**config.mk**
```make
export PLATFORM = sky130hd
export DESIGN_NAME = msi_frame_bridge
export DESIGN_NICKNAME = d
export VERILOG_FILES = /design/src/rtl/msi_frame_pkg.sv /design/src/rtl/msi_frame_decode.sv /design/src/rtl/msi_frame_regs.sv /design/src/rtl/msi_frame_doorbell.sv /design/src/rtl/msi_frame_bridge.sv
export SDC_FILE = /design/constraint.sdc
export NUM_CORES = 1
export LEC_CHECK = 0
export ABC_AREA = 1
export BUFFER_PORTS_ARGS = -buffer_cell sky130_fd_sc_hd__buf_2
export CORE_ASPECT_RATIO = 0.9
export CORE_MARGIN = 5
export CORE_UTILIZATION = 36
export CTS_CLUSTER_DIAMETER = 60
export DETAILED_ROUTE_END_ITERATION = 10
export HOLD_SLACK_MARGIN = 0.02
export PLACE_DENSITY = 0.75
export RECOVER_POWER = 50
export SYNTH_ARGS = -nofsm -noshare
export SYNTH_HDL_FRONTEND = slang
export SYNTH_SLANG_ARGS = --single-unit
```
**constraint.sdc**
```tcl
create_clock -name clk -period 1 [get_ports clk]
set_input_delay 0.05 -clock clk [delete_from_list [all_inputs] [get_ports clk]]
set_output_delay 0.05 -clock clk [all_outputs]
set_load 0.02 [all_outputs]
```
**src/rtl/msi_frame_pkg.sv**
```systemverilog
package msi_frame_pkg;

    localparam int unsigned DATA_W       = 32;
    localparam int unsigned ID_W         = 10;
    localparam int unsigned MAX_LINES    = 128;
    localparam int unsigned SPI_OFFSET   = 32;

    localparam logic [11:0] OFS_TYPE     = 12'h008;
    localparam logic [11:0] OFS_BELL     = 12'h040;
    localparam logic [11:0] OFS_IDENT    = 12'hFCC;

    localparam logic [2:0]  FULL_WORD    = 3'd4;

    localparam logic [11:0] PRODUCT_CODE = 12'h051;
    localparam logic [3:0]  REVISION     = 4'h0;
    localparam logic [11:0] IMPL_CODE    = 12'h43B;

    localparam logic [DATA_W-1:0] IDENT_WORD =
        {PRODUCT_CODE, REVISION, 4'h0, IMPL_CODE};

    typedef struct packed {
        logic rd_type;
        logic rd_ident;
        logic rd_any;
        logic wr_bell;
    } access_t;

endpackage

```
**src/rtl/msi_frame_decode.sv**
```systemverilog
module msi_frame_decode
    import msi_frame_pkg::*;
#(
    parameter int unsigned ADDR_W = 12
) (
    input  logic              req_valid,
    input  logic              req_write,
    input  logic [ADDR_W-1:0] req_addr,
    input  logic [2:0]        req_size,
    output access_t           acc
);

    logic sized_ok;

    always_comb begin
        sized_ok     = req_valid && (req_size == FULL_WORD);
        acc.rd_any   = sized_ok && !req_write;
        acc.rd_type  = acc.rd_any && (req_addr == ADDR_W'(OFS_TYPE));
        acc.rd_ident = acc.rd_any && (req_addr == ADDR_W'(OFS_IDENT));
        acc.wr_bell  = sized_ok && req_write && (req_addr == ADDR_W'(OFS_BELL));
    end

    // nothing is qualified for an access of the wrong width
    always_comb begin
        if (req_valid && req_size != FULL_WORD) begin
            a_r6_size_gate: assert (!acc.rd_any && !acc.wr_bell);
        end
    end

endmodule

```
**src/rtl/msi_frame_regs.sv**
```systemverilog
module msi_frame_regs
    import msi_frame_pkg::*;
#(
    parameter int unsigned BASE_SPI   = 64,
    parameter int unsigned LINE_COUNT = 16
) (
    input  logic              clk,
    input  logic              rst,
    input  access_t           acc,
    output logic [DATA_W-1:0] rd_data
);

    localparam logic [15:0] FIRST_ID = 16'(BASE_SPI + SPI_OFFSET);
    localparam logic [DATA_W-1:0] TYPE_WORD = {FIRST_ID, 16'(LINE_COUNT)};

    typedef struct packed {
        logic [DATA_W-1:0] rdata;
    } regs_state_t;

    regs_state_t state_d, state_q;

    always_comb begin
        state_d = '0;
        if (acc.rd_type) begin
            state_d.rdata = TYPE_WORD;
        end else if (acc.rd_ident) begin
            state_d.rdata = IDENT_WORD;
        end
    end

    always_ff @(posedge clk) begin
        if (rst) begin
            state_q <= '0;
        end else begin
            state_q <= state_d;
        end
    end

    assign rd_data = state_q.rdata;

    a_r1_type_word: assert property (@(posedge clk) disable iff (rst)
        acc.rd_type |=> (rd_data == TYPE_WORD));

    a_r2_ident_word: assert property (@(posedge clk) disable iff (rst)
        acc.rd_ident |=> (rd_data == IDENT_WORD));

    a_r9_idle_zero: assert property (@(posedge clk) disable iff (rst)
        !acc.rd_any |=> (rd_data == '0));

endmodule

```
**src/rtl/msi_frame_doorbell.sv**
```systemverilog
module msi_frame_doorbell
    import msi_frame_pkg::*;
#(
    parameter int unsigned BASE_SPI   = 64,
    parameter int unsigned LINE_COUNT = 16
) (
    input  logic                  clk,
    input  logic                  rst,
    input  logic                  wr_bell,
    input  logic [ID_W-1:0]       bell_id,
    output logic [LINE_COUNT-1:0] irq_pulse
);

    localparam int unsigned FIRST_ID = BASE_SPI + SPI_OFFSET;
    localparam int unsigned LAST_ID  = FIRST_ID + LINE_COUNT - 1;

    typedef struct packed {
        logic [LINE_COUNT-1:0] pulse;
    } bell_state_t;

    bell_state_t state_d, state_q;
    logic        in_window;
    logic [LINE_COUNT-1:0] line_hit;

    always_comb begin
        in_window = (bell_id >= ID_W'(FIRST_ID)) && (bell_id <= ID_W'(LAST_ID));
    end

    for (genvar i = 0; i < LINE_COUNT; i++) begin : g_line
        assign line_hit[i] = (bell_id == ID_W'(FIRST_ID + i));
    end

    always_comb begin
        state_d = '0;
        if (wr_bell && in_window) begin
            state_d.pulse = line_hit;
        end
    end

    always_ff @(posedge clk) begin
        if (rst) begin
            state_q <= '0;
        end else begin
            state_q <= state_d;
        end
    end

    assign irq_pulse = state_q.pulse;

    a_r4_single_line: assert property (@(posedge clk) disable iff (rst)
        $onehot0(irq_pulse));

    a_r5_outside_quiet: assert property (@(posedge clk) disable iff (rst)
        (wr_bell && !in_window) |=> (irq_pulse == '0));

    a_r7_needs_bell: assert property (@(posedge clk) disable iff (rst)
        !wr_bell |=> (irq_pulse == '0));

    a_r8_each_write_pulses: assert property (@(posedge clk) disable iff (rst)
        (wr_bell && in_window) |=> ($countones(irq_pulse) == 1));

    a_r10_reset_clears: assert property (@(posedge clk)
        rst |=> (irq_pulse == '0));

endmodule

```
**src/rtl/msi_frame_bridge.sv**
```systemverilog
module msi_frame_bridge
    import msi_frame_pkg::*;
#(
    parameter int unsigned BASE_SPI   = 64,
    parameter int unsigned LINE_COUNT = 16,
    parameter int unsigned ADDR_W     = 12
) (
    input  logic                  clk,
    input  logic                  rst,
    input  logic                  req_valid,
    input  logic                  req_write,
    input  logic [ADDR_W-1:0]     req_addr,
    input  logic [DATA_W-1:0]     req_wdata,
    input  logic [2:0]            req_size,
    output logic [DATA_W-1:0]     rd_data,
    output logic [LINE_COUNT-1:0] irq_pulse
);

    if (LINE_COUNT < 1 || LINE_COUNT > MAX_LINES) begin : g_bad_count
        $error("LINE_COUNT must be 1..128");
    end
    if (BASE_SPI + SPI_OFFSET + LINE_COUNT > (1 << ID_W)) begin : g_bad_base
        $error("frame window exceeds the 10-bit ID space");
    end

    access_t acc;

    msi_frame_decode #(
        .ADDR_W (ADDR_W)
    ) i_decode (
        .req_valid (req_valid),
        .req_write (req_write),
        .req_addr  (req_addr),
        .req_size  (req_size),
        .acc       (acc)
    );

    msi_frame_regs #(
        .BASE_SPI   (BASE_SPI),
        .LINE_COUNT (LINE_COUNT)
    ) i_regs (
        .clk     (clk),
        .rst     (rst),
        .acc     (acc),
        .rd_data (rd_data)
    );

    msi_frame_doorbell #(
        .BASE_SPI   (BASE_SPI),
        .LINE_COUNT (LINE_COUNT)
    ) i_bell (
        .clk       (clk),
        .rst       (rst),
        .wr_bell   (acc.wr_bell),
        .bell_id   (req_wdata[ID_W-1:0]),
        .irq_pulse (irq_pulse)
    );

    a_r6_narrow_read_zero: assert property (@(posedge clk) disable iff (rst)
        (req_valid && !req_write && req_size != FULL_WORD) |=> (rd_data == '0));

    a_r6_narrow_write_quiet: assert property (@(posedge clk) disable iff (rst)
        (req_valid && req_write && req_size != FULL_WORD) |=> (irq_pulse == '0));

    a_r9_write_no_rdata: assert property (@(posedge clk) disable iff (rst)
        (req_valid && req_write) |=> (rd_data == '0));

    a_r10_reset_rdata: assert property (@(posedge clk)
        rst |=> (rd_data == '0));

endmodule

```
==> flow_metrics.tcl <==
set metrics [dict create \
    criticalPathCategory "reg -> out" \
    dp_hpwl_mm 1.84 \
    crit_family "flip-flops" \
    cts_setup_buffers 0 \
    fin_nets 253 \
    power_mw 1.34 \
    synth-seq-area-share_pct 36.6 \
    synth.area.top_cells "dfxtp_1 37%, buf_4 21%, nor2_1 8.7%" \
    synth_top_cell_by_area "dfxtp_1" \
    viasPerCell 3.95 \
    setup_violations 0 \
    netlist.area_leader.share_pct 36.6 \
    area_delta_synth_final_pct 24.8 \
    grt_pass1_wl_mm 3.09 \
    status "completed" \
    hold_viol_final 0 \
    grt_overflow_total 0 \
    holdWs_ns 0.0780 \
    drive_gt1_share_pct 36.8 \
    grt_use_total_pct 9.71 \
    drt-total-wl_mm 2.14 \
    slew_viol_final 0 \
    rsz0062_at_grt "false" \
    setup_tns_ns 0 \
    n_antenna_cell 0 \
    final_area_um2 1300 \
    ys.flop_type "dfxtp_1" \
    end_kind "output pin" \
    met2WireLength_um 911 \
    cp_max_fo 8 \
    drc_errors 0 \
    period_share_pct 90.8 \
    yosysMostFrequentCell "buf_4" \
    io_pins 99 \
    die-area_um2 4060 \
    die_w_um 66.7 \
    worstPathArrival_ns 0.86 \
    drt_iter0_markers 52 \
    dr.pass1.iters 4 \
    synth-edff-count 0 \
    synth_common_cells "29 x buf_4, 24 x nor2_1, 19 x dfxtp_1, 19 x nand2_1, 14 x nand3_1" \
    rows 18 \
    period_needed_ns 0.908 \
    postLayoutCoreUtil_pct 46.8 \
    cts_buffer_depth 2 \
    cellPowerDensity_nw_per_um2 1030 \
    slowest_delay_ns 0.39 \
    path_clk_slew_ns 0.10 \
    synth.avg_cell_area_um2 7.37 \
    stdcell_count 241 \
    cts_max_level 1 \
    start_kind "flop" \
    synth-async-reset-ratio_pct 0 \
    max_freq_mhz 1100 \
    met1_length_um 906 \
    placedCellCount 236 \
    dr_wl_met3_um 292 \
    cts_buffers 3 \
    grt_max_degree 16 \
    fp.coreArea_um2 2770 \
    syn_inst 141 \
    port_buffers 55 \
    ys.warnings.count 0 \
    grt_pass1_vias 756 \
    syn_area_um2 1040 \
    cp.required_ns 0.95 \
    place_area_um2 1300 \
    wl_per_cell_um 8.86 \
    ys_ff_latch 19 \
    worstHoldPathType "in -> reg" \
    place.gp.congestion 0.809 \
    routed.top_layer "met4" \
    antenna_found_initial 0 \
    die_h_um 61.0 \
    crit_cells 1 \
    initial_core_util_pct 37.5 \
    ir_drop_v 0.000414 \
    vias 953 \
    hold_depth 4 \
    cts_tree "yes" \
    crit_chain "buf_2" \
    antenna_left 0 \
    root_buffer "clkbuf_4" \
    cp.buffers_inverters 1 \
    leakage_nw 0.678 \
    pre_cts_slack_ns -0.0374 \
    ys_types 16 \
    drv_cap 0 \
    nFillCells 296 \
    setup_ws_ns 0.0916 \
    crit_slowest_cell "dfxtp_2" \
    cts_sinks 19 \
]
[cells in the final DEF (no fill, tap or decap), drive strengths merged]
cell / netlist / routed
nand2: 19 / 19
o21ai: 1 / 1
and3: 1 / 1
clkbuf: 0 / 10
dlygate4sd3: 0 / 1
conb: 1 / 21
a21oi: 1 / 1
nor2: 37 / 37
nand3: 14 / 14
nand4: 2 / 2
buf: 30 / 59
inv: 11 / 11
nor3: 5 / 5
dfxtp: 19 / 19
[final timing paths]
| kind | slack (ns) | startpoint | endpoint |
|---|---|---|---|
| worst max-delay path | 0.09 | i_regs.rd_data[24] | rd_data[5] |
| worst min-delay path | 0.08 | req_wdata[2] | i_bell.irq_pulse[2] |
[power breakdown]
| group | switching (mW) | internal (mW) | total, mW |
|---|---|---|---|
| combinational | 0.143 | 0.0717 | 0.215 |
| clock | 0.210 | 0.155 | 0.365 |
| sequential | 0.000000673 | 0.756 | 0.756 |
[state kept, by name (all words and copies together) (netlist names)]
| signal | cells |
|---|---|
| i_bell.irq_pulse | 16 |
| i_regs.rd_data | 3 |
[layout make-up]
cell class                 count  area, um^2  area share, %
multi-input combinational    101         449           34.6
sequential                    19         382           29.4
timing repair buffer          66         349           26.9
tap                           40        50.0           3.86
inverter                      11        41.3           3.18
clock buffer                   4        26.3           2.03
[timing repair]
action,4_1_cts,5_1_grt
hold endpoints to repair,0,1
hold buffers,0,1
setup endpoints to repair,0,8
gates resized for setup,0,1
[logic make-up after synthesis]
group | after synthesis | synth area share, %
and+or+nand+nor | 78 | 35.7
buffers and inverters | 41 | 26.0
other | 1 | 0.361
DFF | 19 | 36.6
AOI/OAI and AO/OA | 2 | 1.32
[routing by layer]
layer  track usage, %  up-vias
li1                 -      509
met1             12.9      380
met2             15.7       59
met3             2.04        5
met4             3.48        0
met5                0        -
No activity file was read; power rests on OpenSTA's default activity.
